--- config.mk ---
export PLATFORM = sky130hd
export DESIGN_NAME = idle_clkctl
export DESIGN_NICKNAME = d
export VERILOG_FILES = /design/src/rtl/idle_pkg.sv /design/src/rtl/idle_rst_sync.sv /design/src/rtl/idle_wake_detect.sv /design/src/rtl/idle_state.sv /design/src/rtl/idle_ce_gen.sv /design/src/rtl/idle_clkctl.sv
export SDC_FILE = /design/constraint.sdc
export NUM_CORES = 1
export LEC_CHECK = 0
export ABC_AREA = 1
export BUFFER_PORTS_ARGS = -buffer_cell sky130_fd_sc_hd__buf_4
export CAP_MARGIN = 20
export CELL_PAD_IN_SITES_DETAIL_PLACEMENT = 0
export CELL_PAD_IN_SITES_GLOBAL_PLACEMENT = 1
export CORE_MARGIN = 1.5
export CORE_UTILIZATION = 14
export DETAILED_ROUTE_END_ITERATION = 10
export GPL_TIMING_DRIVEN = 1
export PLACE_DENSITY = 0.81
export SLEW_MARGIN = 20
export SYNTH_ARGS = -nofsm -noshare
export SYNTH_HDL_FRONTEND = slang
export SYNTH_HIERARCHICAL = 1
export SYNTH_SLANG_ARGS = --single-unit
--- constraint.sdc ---
create_clock -name clk -period 0.8 [get_ports clk]
set_input_delay 0.04 -clock clk [delete_from_list [all_inputs] [get_ports clk]]
set_output_delay 0.04 -clock clk [all_outputs]
set_load 0.01 [all_outputs]
--- src/rtl/idle_pkg.sv ---
package idle_pkg;

  localparam int REG_W    = 8;
  localparam int IDLE_BIT = 0;

  typedef enum logic [2:0] {
    DOM_INTR   = 3'd0,
    DOM_SERIAL = 3'd1,
    DOM_ADC    = 3'd2,
    DOM_CAPCOM = 3'd3,
    DOM_TIMER  = 3'd4,
    DOM_WDT    = 3'd5
  } dom_e;

  localparam int NUM_DOM = 6;

  // Domains whose clock enable is withdrawn during idle.
  localparam logic [NUM_DOM-1:0] STOP_IN_IDLE = NUM_DOM'(1) << DOM_WDT;

  typedef enum logic {
    ST_RUN  = 1'b0,
    ST_IDLE = 1'b1
  } pwr_state_e;

endpackage

--- src/rtl/idle_rst_sync.sv ---
module idle_rst_sync (
  input  logic clk,
  input  logic rst_n,
  output logic rst_n_sync
);

  logic [1:0] sync_q;

  always_ff @(posedge clk or negedge rst_n) begin
    if (!rst_n) begin
      sync_q <= 2'b00;
    end else begin
      sync_q <= {sync_q[0], 1'b1};
    end
  end

  assign rst_n_sync = sync_q[1];

endmodule

--- src/rtl/idle_wake_detect.sv ---
module idle_wake_detect #(
  parameter int NUM_IRQ = 8
) (
  input  logic [NUM_IRQ-1:0] irq_req,
  input  logic [NUM_IRQ-1:0] irq_en,
  output logic               wake
);

  logic [NUM_IRQ-1:0] live;

  always_comb begin
    live = irq_req & irq_en;
    wake = |live;
  end

endmodule

--- src/rtl/idle_state.sv ---
module idle_state
  import idle_pkg::*;
(
  input  logic clk,
  input  logic rst_n,
  input  logic wr_en,
  input  logic wr_idle,
  input  logic wake,
  output logic idle_q,
  output logic idle_nxt
);

  pwr_state_e state_q, state_d;

  always_comb begin
    state_d = state_q;
    unique case (state_q)
      ST_RUN:  if (wr_en && wr_idle && !wake) state_d = ST_IDLE;
      ST_IDLE: if (wake) state_d = ST_RUN;
      default: state_d = ST_RUN;
    endcase
  end

  always_ff @(posedge clk or negedge rst_n) begin
    if (!rst_n) begin
      state_q <= ST_RUN;
    end else begin
      state_q <= state_d;
    end
  end

  assign idle_q   = (state_q == ST_IDLE);
  assign idle_nxt = (state_d == ST_IDLE);

  AST_ENTER_ON_WRITE: assert property (@(posedge clk) disable iff (!rst_n)
    (!idle_q && wr_en && wr_idle && !wake) |=> idle_q);

  AST_WAKE_EXITS: assert property (@(posedge clk) disable iff (!rst_n)
    (idle_q && wake) |=> !idle_q);

  AST_STAY_IDLE: assert property (@(posedge clk) disable iff (!rst_n)
    (idle_q && !wake) |=> idle_q);

  AST_CANCEL_ENTRY: assert property (@(posedge clk) disable iff (!rst_n)
    (!idle_q && wake) |=> !idle_q);

  AST_NO_ZERO_ENTRY: assert property (@(posedge clk) disable iff (!rst_n)
    (!idle_q && !(wr_en && wr_idle)) |=> !idle_q);

endmodule

--- src/rtl/idle_ce_gen.sv ---
module idle_ce_gen #(
  parameter int                 NUM_DOM   = 6,
  parameter logic [NUM_DOM-1:0] STOP_MASK = '0
) (
  input  logic               clk,
  input  logic               rst_n,
  input  logic               idle_nxt,
  output logic               cpu_ce,
  output logic [NUM_DOM-1:0] dom_ce
);

  logic               cpu_ce_d;
  logic [NUM_DOM-1:0] dom_ce_d;

  always_comb begin
    cpu_ce_d = !idle_nxt;
  end

  always_ff @(posedge clk or negedge rst_n) begin
    if (!rst_n) begin
      cpu_ce <= 1'b1;
    end else begin
      cpu_ce <= cpu_ce_d;
    end
  end

  for (genvar gi = 0; gi < NUM_DOM; gi++) begin : g_dom
    if (STOP_MASK[gi]) begin : g_stop
      always_comb dom_ce_d[gi] = !idle_nxt;
    end else begin : g_keep
      always_comb dom_ce_d[gi] = 1'b1;
    end

    always_ff @(posedge clk or negedge rst_n) begin
      if (!rst_n) begin
        dom_ce[gi] <= 1'b1;
      end else begin
        dom_ce[gi] <= dom_ce_d[gi];
      end
    end
  end

endmodule

--- src/rtl/idle_clkctl.sv ---
module idle_clkctl
  import idle_pkg::*;
#(
  parameter int NUM_IRQ = 8
) (
  input  logic               clk,
  input  logic               rst_n,
  input  logic               reg_wr_en,
  input  logic [REG_W-1:0]   reg_wr_data,
  output logic [REG_W-1:0]   reg_rd_data,
  input  logic [NUM_IRQ-1:0] irq_req,
  input  logic [NUM_IRQ-1:0] irq_en,
  output logic               cpu_ce,
  output logic [NUM_DOM-1:0] dom_ce,
  output logic               idle_o
);

  logic rst_n_int;
  logic wake;
  logic idle_q;
  logic idle_nxt;
  logic wr_data_unused;

  // Reserved register bits carry no function; writes to them are dropped.
  assign wr_data_unused = ^reg_wr_data;

  idle_rst_sync u_rst_sync (
    .clk        (clk),
    .rst_n      (rst_n),
    .rst_n_sync (rst_n_int)
  );

  idle_wake_detect #(.NUM_IRQ(NUM_IRQ)) u_wake (
    .irq_req (irq_req),
    .irq_en  (irq_en),
    .wake    (wake)
  );

  idle_state u_state (
    .clk      (clk),
    .rst_n    (rst_n_int),
    .wr_en    (reg_wr_en),
    .wr_idle  (reg_wr_data[IDLE_BIT]),
    .wake     (wake),
    .idle_q   (idle_q),
    .idle_nxt (idle_nxt)
  );

  idle_ce_gen #(.NUM_DOM(NUM_DOM), .STOP_MASK(STOP_IN_IDLE)) u_ce (
    .clk      (clk),
    .rst_n    (rst_n_int),
    .idle_nxt (idle_nxt),
    .cpu_ce   (cpu_ce),
    .dom_ce   (dom_ce)
  );

  always_comb begin
    reg_rd_data           = '0;
    reg_rd_data[IDLE_BIT] = idle_q;
  end

  assign idle_o = idle_q;

  AST_CPU_CE_INV: assert property (@(posedge clk) disable iff (!rst_n_int)
    cpu_ce == !idle_o);

  AST_KEEP_DOMAINS: assert property (@(posedge clk) disable iff (!rst_n_int)
    (dom_ce & ~STOP_IN_IDLE) == ~STOP_IN_IDLE);

  AST_WDT_TRACKS: assert property (@(posedge clk) disable iff (!rst_n_int)
    dom_ce[DOM_WDT] == !idle_o);

  AST_RESERVED_ZERO: assert property (@(posedge clk) disable iff (!rst_n_int)
    reg_rd_data[REG_W-1:1] == '0);

endmodule

==> impl_results.md, run 1 <==
* Hold WC Path Type: flop to async pin
* Design Power at 0.633 mW
* Combinational share of power at 0.215
* Largest net degree at the start of global routing at 4
* Critical path's slowest cell: dfstp_2
* Overflow after GRT at 0
* Top Ports at 43
* Worst Path Buf+Inv at 1
* Reg-to-Reg Start: u_state/idle_q
* GR Util met1 at 0.0417
* Layout cell share with drive strength beyond 1 at 0.438
* Final worst path period share at 1.12
* CTS sink cnt at 4
* Met3 Usage GRT at 0.0307
* Final #Nets at 92
* Max-slew violations at 0
* RSZ-0062 raised after global routing: yes
* Clock latency on the worst-skew pair at 0.24 ns
* Internal at 0.478 mW
* First-pass GRT wire length at 1.06 mm
* Placed instance area at 433 um^2
* Final hold violation count at 0
* Sequential share of power at 0.341
* Final setup viols at 4
* Synthesized cell area at 294 um^2
* H-tree Lvls at 1
* Fill cells at 237
* CP startpoint: u_ce/cpu_ce
* Yosys warns at 6
* Critical Path Sink Type: primary output
* Post-DP HPWL at 506 um
* Switching part of the total power at 0.245
* Setup Crit Path Kind: flop to primary output
* Max_cap viols at 0
* Row count at 16
* Worst setup SP type: flop
* Post-layout util at 0.243
* Clock network power share at 0.444
* R2R depth at 3
* Area of the core at 1960 um^2
* Failing checks: negative setup slack
* Initial Utilization at 0.150
* Post-route DRC at 0
* CP required at 0.76 ns
* Die area at 2380 um^2
* Peak VDD IR at 0.834 mV
* Routed WL at 603 um
* CP peak stage delay at 0.52 ns
* PortBufs at 23
* TritonCTS clock tree: built
* DR vias at 264
* Vias per cell at 2.90
* Initial antenna violation count at 0
* Syn avg cell area at 7.35 um^2
* Finished Cell Area at 477 um^2
* Final Wtd Congestion at 0.657
* Grt peak-use layer: met2
* Pwr dens at 1330 nW/um^2
* Final Non-Filler Cells at 91
* CTS buffer count at 3
* Pre-CTS WS at 0.105 ns
* Setup slack after layout at -0.0989 ns
* Min Tclk post-route at 0.899 ns
* Met2 Use GR at 0.116
* Library cells used by synthesis at 8
* Seq/Total Area, Yosys at 0.345
* Setup Fix Bufs, Post-CTS at 0
* Clock Tree Root: clkbuf_4
* Antenna-violating nets left at 0
* FMAX at 1110 MHz
* Switch Pwr at 0.155 mW
* Maximum clock insertion buffer count at 2
* Cells after Synth at 40
* N_diodes at 0
* Placed cells at 86
* Die height at 48.8 um
* Die Width at 48.8 um
* Static leakage at 0.265 nW
* DR WL/cell at 6.63 um
* Detailed Route Iter0 Violations at 0
* Reg clk slew, reported paths at 0.04 ns
* Total track usage at 0.0596
* Layout area overhead at 62.1%
* Worst EP arrival at 0.86 ns
* Maximum fanout along the worst path at 2
* CP top delay family: flip-flops
* CP Cell Sequence: buf_4
* Critical Path Stages at 1
* Synth Register Bits at 4
* Clock skew at 0.00671 ns
* Vias in the first global route at 283
* Status: finished, violations left
* Pre-Repair DR Iteration Count at 1
## power by group through the flow
stage          clock (mW)  sequential [mW]  combinational, mW
6_report            0.281            0.216              0.136
5_1_grt             0.311            0.217              0.152
4_1_cts             0.290            0.216              0.136
3_5_place_dp            0            0.218              0.131
3_3_place_gp            0            0.218              0.130
2_1_floorplan           0            0.218             0.0958
## logic make-up after synthesis
family | after synthesis | share of synthesized area
AOI/OAI and AO/OA | 1 | 0.0298
buffers and inverters | 16 | 0.383
DFF | 4 | 0.345
and+or+nand+nor | 16 | 0.204
other | 3 | 0.0383
## cells in the final DEF (no fill, tap or decap), drive strengths merged
master / count
buf: 23
nand2: 14
conb: 13
clkbuf: 4
dfrtp: 3
inv: 2
nor2: 2
dlygate4sd3: 1
dfstp: 1
a21oi: 1
## cell usage after synthesis, drive strengths merged
library cell | instances | area (um^2)
nand2 | 14 | 52.6
nor2 | 2 | 7.51
buf | 14 | 105
conb | 3 | 11.3
a21oi | 1 | 8.76
inv | 2 | 7.51
dfrtp | 3 | 75.1
dfstp | 1 | 26.3
## path summary, 6_finish.rpt
check,endpoint,slack (ns)
worst max-delay path,dom_ce[5],-0.1
worst min-delay path,u_state/idle_q,0.02
worst max register to register,u_ce/cpu_ce,0.06
worst min register to register,u_state/idle_q,0.02
max in group asynchronous,u_rst_sync/sync_q[0],0.56
min in group clk,u_state/idle_q,0.06
## what timing repair did
item,in CTS,in global routing
hold buffers,1,0
pin swaps,0,0
endpoints found under the setup margin,4,4
resized for setup,2,0
hold endpoints to repair,2,0
## flip-flops by register name, indices dropped and copies added (netlist names)
signal / cells
u_rst_sync/sync_q: 2
u_ce/cpu_ce: 1
u_state/idle_q: 1
## cell type report
type / count / area [um^2] / area share
Sequential cell: 4 / 101 / 0.213
Multi-Input combinational cell: 30 / 118 / 0.247
Clock buffer: 4 / 26.3 / 0.0551
Timing Repair Buffer: 24 / 190 / 0.399
Inverter: 2 / 7.51 / 0.0157
Tap cell: 27 / 33.8 / 0.0709
## layer usage
layer / up-vias / routed length (um)
met1: 116 / 158
met3: 0 / 48
met5: - / 0
li1: 136 / -
met2: 12 / 397
met4: 0 / 0
## through the flow
step	hold slack [ns]	TNS, ns
final	0.0219	-0.243
after global routing	0.0361	-0.367
after CTS	0.0243	-0.279
after detailed placement	-0.173	0
after global placement	-0.177	0
after floorplan	-0.256	0
Note: power is estimated with default switching activity, not from simulation.
==> run 2, diff against run 1 <==
- REMOVE_ABC_BUFFERS: default -> 1
==> run 2 against run 1 <==
The flow still finishes with violations (negative setup slack). Non-clock buffer count unchanged. Fmax decreased by 1.3%. Via count increased by 1.9%. Final area unchanged. Flip-flop and latch count unchanged. Routed wire length decreased by 0.50%. Hold slack got worse by 0.0088 ns. Clock power decreased by 2%. Utilization unchanged. Cell count unchanged. Setup slack got worse by 0.012 ns. Sequential share of layout area unchanged. Critical path type unchanged. Critical endpoint is now cpu_ce. Highest routed layer unchanged.
==> impl_results.md, run 2 (synthesis gave the netlist of run 1 again) <==
* Die height at 48.8 um (unchanged)
* Setup Crit Path Kind: flop to primary output
* Max-slew violations at 0 (unchanged)
* Row count at 16 (unchanged)
* Area of the multi-input gates at 118 um^2 (unchanged)
* Commonest non-fill, non-tap cell in the layout: buf_4
* Design Power at 0.627 mW (-0.81%)
* CTS sink cnt at 4 (unchanged)
* Maximum fanout along the worst path at 2 (unchanged)
* Post-route DRC at 0 (unchanged)
* CP top delay family: flip-flops
* Largest net degree at the start of global routing at 4 (unchanged)
* Maximum clock insertion buffer count at 2 (unchanged)
* Hold WC Path Type: flop to async pin
* Pre-Repair DR Iteration Count at 2 (+1)
* Critical path's slowest cell: dfstp_2
* RSZ-0062 raised after global routing: yes
* Final Wtd Congestion at 0.567 (-14%)
* Register Area at 101 um^2 (unchanged)
* Top Ports at 43 (unchanged)
* Peak VDD IR at 0.567 mV (-32%)
* Met3 Usage GRT at 0.0337 (+0.00307)
* Largest register FFs at 2 (unchanged)
* Initial Utilization at 0.150 (unchanged)
* Final #Nets at 92 (unchanged)
* GR Util met1 at 0.0456 (+0.00388)
* Clock Tree Root: clkbuf_4
* Worst hold margin at 0.0131 ns (-0.00883 ns)
* Static leakage at 0.265 nW (+0.10%)
* Placed cells at 86 (unchanged)
* N_diodes at 0 (unchanged)
* Overflow after GRT at 0 (unchanged)
* FMAX at 1100 MHz (-1.3%)
* Post-DP HPWL at 505 um (-0.12%)
* Worst EP arrival at 0.87 ns (about the same)
* TritonCTS clock tree: built
* Routed WL at 600 um (-0.50%)
* Final Non-Filler Cells at 91 (unchanged)
* Clock skew at 0.00466 ns (-0.00205 ns)
* PortBufs at 23 (unchanged)
* Worst Path Buf+Inv at 1 (unchanged)
* Die area at 2380 um^2 (unchanged)
* Final hold violation count at 0 (unchanged)
* Die Width at 48.8 um (unchanged)
* Total track usage at 0.0584 (-0.00126)
* Final worst path period share at 1.14 (+0.0150)
* Initial antenna violation count at 0 (unchanged)
* CP peak stage delay at 0.52 ns (about the same)
* DR WL/cell at 6.59 um (-0.50%)
* Largest Register: u_rst_sync/sync_q
* Grt peak-use layer: met2
* DR vias at 269 (+1.9%)
* Vias per cell at 2.96 (+1.9%)
* Max_cap viols at 0 (unchanged)
* CTS buffer count at 3 (unchanged)
* Antenna-violating nets left at 0 (unchanged)
* H-tree Lvls at 1 (unchanged)
* Min Tclk post-route at 0.911 ns (+0.0120 ns)
* Vias in the first global route at 252 (-11%)
* Layout cell share with drive strength beyond 1 at 0.453 (+0.0156)
* Layout area overhead at 62.1% (unchanged)
* Failing checks: negative setup slack
* Post-layout util at 0.243 (unchanged)
* Fill cells at 233 (-1.7%)
* First-pass GRT wire length at 1.04 mm (-1.9%)
* Status: finished, violations left
* Area of the core at 1960 um^2 (unchanged)
* Met2 Use GR at 0.0982 (-0.0183)
* Critical Path Sink Type: primary output
* Worst setup SP type: flop
* CP required at 0.76 ns (about the same)
* Final setup viols at 4 (unchanged)
* Clock latency on the worst-skew pair at 0.24 ns (about the same)
* Setup slack after layout at -0.111 ns (-0.0120 ns)
* Pwr dens at 1320 nW/um^2 (-0.81%)
* Most frequent cells in the layout: buf_4, nand2_1, conb_1
* CP Cell Sequence: buf_4
* Reg clk slew, reported paths at 0.04 ns (about the same)
* Pre-CTS WS at 0.0995 ns (-0.00501 ns)
* Detailed Route Iter0 Violations at 1 (+1)
==> run 2: changes by cell type in the layout (fill, tap and decap cells not counted) <==
cell / delta
inv_2: +1
inv_1: -1
==> run 2: repair_timing <==
item                                   CTS  global route
setup endpoints to repair                4             5
cloned                                   0             0
gates resized for setup                  2             1
hold buffers                             1             0
endpoints found under the hold margin    2             0
buffers inserted                         0             0
pin swaps                                0             1
==> run 2: report_power, final <==
part	total [mW]	switching, mW	internal [mW]
combinational	0.136	0.0578	0.0782
sequential	0.216	0.00410	0.212
clock	0.276	0.0881	0.188
==> run 2: metal layers <==
metal  part of all wire  wire length (um)
met5                  0                 0
met4                  0                 0
met3               0.17               102
met2               0.50               301
met1               0.33               196
==> run 2: final timing paths <==
path | start | end | slack, ns | cells after the start
min in group clk | reg_wr_data[0] | u_state/idle_q | 0.07 | 3
worst min register to register | u_rst_sync/sync_q[1] | u_state/idle_q | 0.01 | 0
worst min-delay path | u_rst_sync/sync_q[1] | u_state/idle_q | 0.01 | 0
worst max-delay path | u_ce/cpu_ce | cpu_ce | -0.11 | 1
max in group asynchronous | u_rst_sync/sync_q[1] | u_ce/cpu_ce | 0.58 | 0
worst max register to register | u_state/idle_q | u_ce/cpu_ce | 0.09 | 3
==> run 2: final cells by class <==
type | count | area share
Clock buffer | 4 | 0.0551
Inverter | 2 | 0.0157
Multi-Input combinational cell | 30 | 0.247
Sequential cell | 4 | 0.213
Tap cell | 27 | 0.0709
Timing Repair Buffer | 24 | 0.399
==> run 2: through the flow <==
step	TNS [ns]	cell area [um^2]
floorplan	0	226
global placement	0	433
detailed placement	0	433
CTS	-0.306	477
global route	-0.439	477
finish	-0.258	477
==> run 3, diff against run 2 <==
- CORE_UTILIZATION: 14 -> 16
- PLACE_DENSITY: 0.81 -> 0.86
- SETUP_SLACK_MARGIN: default -> 0.15
- clock period: 0.8 -> 0.9 ns (I/O delays scaled with it)
==> run 3 against run 2 <==
The run still ends with negative setup slack left. Highest routed layer unchanged. Total power down 11%. Count of clock-buffer cells in the layout unchanged. Largest power group unchanged. Cell count decreased by 2.2%. Via count increased by 2.6%. Utilization is 3.2 points higher. Register-to-register slack improved by 0.08 ns. Non-clock buffer count did not move. First-iteration DRC count down 100%. Combinational power fell by 11%. Routed wire length fell by 4.2%. Setup slack better by 0.11 ns. Clock skew is 0.0036 ns higher.
==> impl_results.md, run 3 (synthesis gave the netlist of run 1 again) <==
* Status: finished, violations left
* Failing checks: negative setup slack
* Setup Crit Path Kind: flop to primary output
* Final Wtd Congestion at 0.578 (+2.0%)
* CP peak stage delay at 0.52 ns (about the same)
* Hold WC Path Type: flop to async pin
* Final hold violation count at 0 (unchanged)
* Static leakage at 0.265 nW (-0.11%)
* Area of the multi-input gates at 118 um^2 (unchanged)
* TritonCTS clock tree: built
* Critical Path Stages at 1 (unchanged)
* Peak VDD IR at 0.552 mV (-2.6%)
* Worst EP arrival at 0.86 ns (about the same)
* Layout cell share with drive strength beyond 1 at 0.438 (-0.0156)
* R2R depth at 3 (unchanged)
* Worst reg-to-reg setup slack at 0.17 ns (+0.08 ns)
* Clock latency on the worst-skew pair at 0.24 ns (about the same)
* Final Non-Filler Cells at 89 (-2.2%)
* Maximum fanout along the worst path at 2 (unchanged)
* Clock Tree Root: clkbuf_4
* Largest register FFs at 2 (unchanged)
* Post-route DRC at 0 (unchanged)
* Maximum clock insertion buffer count at 2 (unchanged)
* Layout area overhead at 61.3%
* Vias per cell at 3.10 (+4.9%)
* Row count at 15 (-1)
* Fill cells at 201 (-14%)
* Largest Register: u_rst_sync/sync_q
* Post-layout util at 0.275 (+0.0317)
* Register Area at 101 um^2 (unchanged)
* CTS buffer count at 3 (unchanged)
* Pre-Repair DR Iteration Count at 1 (-1)
* Worst Path Buf+Inv at 1 (unchanged)
* Top Ports at 43 (unchanged)
* N_diodes at 0 (unchanged)
* Post-DP HPWL at 489 um (-3.1%)
* Antenna-violating nets left at 0 (unchanged)
* Die area at 2100 um^2 (-12%)
* Max_cap viols at 0 (unchanged)
* Critical path's slowest cell: dfstp_2
* Die Width at 45.9 um (-6.1%)
* CP Cell Sequence: buf_4
* Reg-to-Reg Start: u_state/idle_q
* Min Tclk post-route at 0.904 ns
* Critical Path Sink Type: primary output
* Final #Nets at 92 (unchanged)
* Placed instance area at 430 um^2 (-0.58%)
* Worst r2r dst: u_ce/cpu_ce
* Detailed Route Iter0 Violations at 0 (-1)
* Die height at 45.9 um (-6.1%)
* CP top delay family: flip-flops
* Finished Cell Area at 474 um^2 (-0.52%)
* Initial antenna violation count at 0 (unchanged)
* First-pass GRT wire length at 876 um (-15%)
* Area of the core at 1730 um^2 (-12%)
* Setup Fix Bufs, Post-CTS at 0 (unchanged)
* Largest net degree at the start of global routing at 4 (unchanged)
* Worst setup SP type: flop
* Routed WL at 575 um (-4.2%)
* Reg clk slew, reported paths at 0.04 ns (about the same)
* CTS sink cnt at 4 (unchanged)
* Total track usage at 0.0620 (+0.00363)
* Setup TNS at -0.00777 ns (+0.250 ns)
* Setup slack after layout at -0.00418 ns (+0.107 ns)
* Final worst path period share at 1.00
* CP required at 0.85 ns (+0.09 ns)
* Final setup viols at 2 (-2)
* Initial Utilization at 0.170 (+0.0204)
* DR vias at 276 (+2.6%)
* Max-slew violations at 0 (unchanged)
* Pwr dens at 1180 nW/um^2 (-11%)
* H-tree Lvls at 1 (unchanged)
* DR WL/cell at 6.46 um (-2.0%)
* Vias in the first global route at 250 (-0.79%)
* Clock skew at 0.00826 ns (+0.00360 ns)
* Commonest non-fill, non-tap cell in the layout: buf_4
* Placed cells at 84 (-2.3%)
* Most frequent cells in the layout: buf_4, nand2_1, conb_1
* PortBufs at 23 (unchanged)
* FMAX at 1110 MHz
* Overflow after GRT at 0 (unchanged)
* RSZ-0062 raised after global routing: yes
run 3: cell types whose count changed in the layout (fill, tap and decap cells not counted):
cell	before	now
inv_1	1	2
inv_2	1	0
run 3: repair_timing:
item                                    in CTS  in global routing
resized for setup                            2                  0
endpoints found under the setup margin       4                  5
hold endpoints to repair                     2                  0
pin swaps                                    1                  0
hold buffers                                 1                  0
run 3: area by class of cell:
| cell class | count | share of cell area |
|---|---|---|
| Multi-Input combinational cell | 30 | 0.248 |
| Timing Repair Buffer | 24 | 0.401 |
| Tap cell | 25 | 0.0660 |
| Sequential cell | 4 | 0.214 |
| Inverter | 2 | 0.0158 |
| Clock buffer | 4 | 0.0554 |
run 3: worst max path at each step:
| stage | from | to | slack, ns |
|---|---|---|---|
| 3_5_place_dp | u_state/idle_q | u_ce/cpu_ce | 0.19 |
| 2_1_floorplan | u_state/idle_q | u_ce/cpu_ce | 0.14 |
| 4_1_cts | u_ce/cpu_ce | cpu_ce | -0.02 |
| 6_report | u_ce/cpu_ce | cpu_ce | -0.004 |
| 3_3_place_gp | irq_req[3] | u_ce/cpu_ce | 0.22 |
| 5_1_grt | u_ce/cpu_ce | cpu_ce | -0.04 |
run 3: through the flow:
stage	power [mW]	hold slack [ns]	setup slack (ns)
2_1_floorplan	0.238	-0.251	0.143
3_3_place_gp	0.308	-0.172	0.224
3_5_place_dp	0.310	-0.171	0.190
4_1_cts	0.575	0.0249	-0.0199
5_1_grt	0.609	0.0404	-0.0406
6_report	0.557	0.0206	-0.00418
run 3: report_power, final:
| group | internal (mW) | switching (mW) |
|---|---|---|
| logic | 0.0694 | 0.0511 |
| registers | 0.188 | 0.00360 |
| clock network | 0.167 | 0.0784 |
| total | 0.424 | 0.133 |
run 3: layer usage:
metal / wire length (um) / global-route usage
met5: 0 / 0
met4: 0 / 0.0686
met3: 76 / 0.0119
met2: 344 / 0.125
met1: 153 / 0.0405
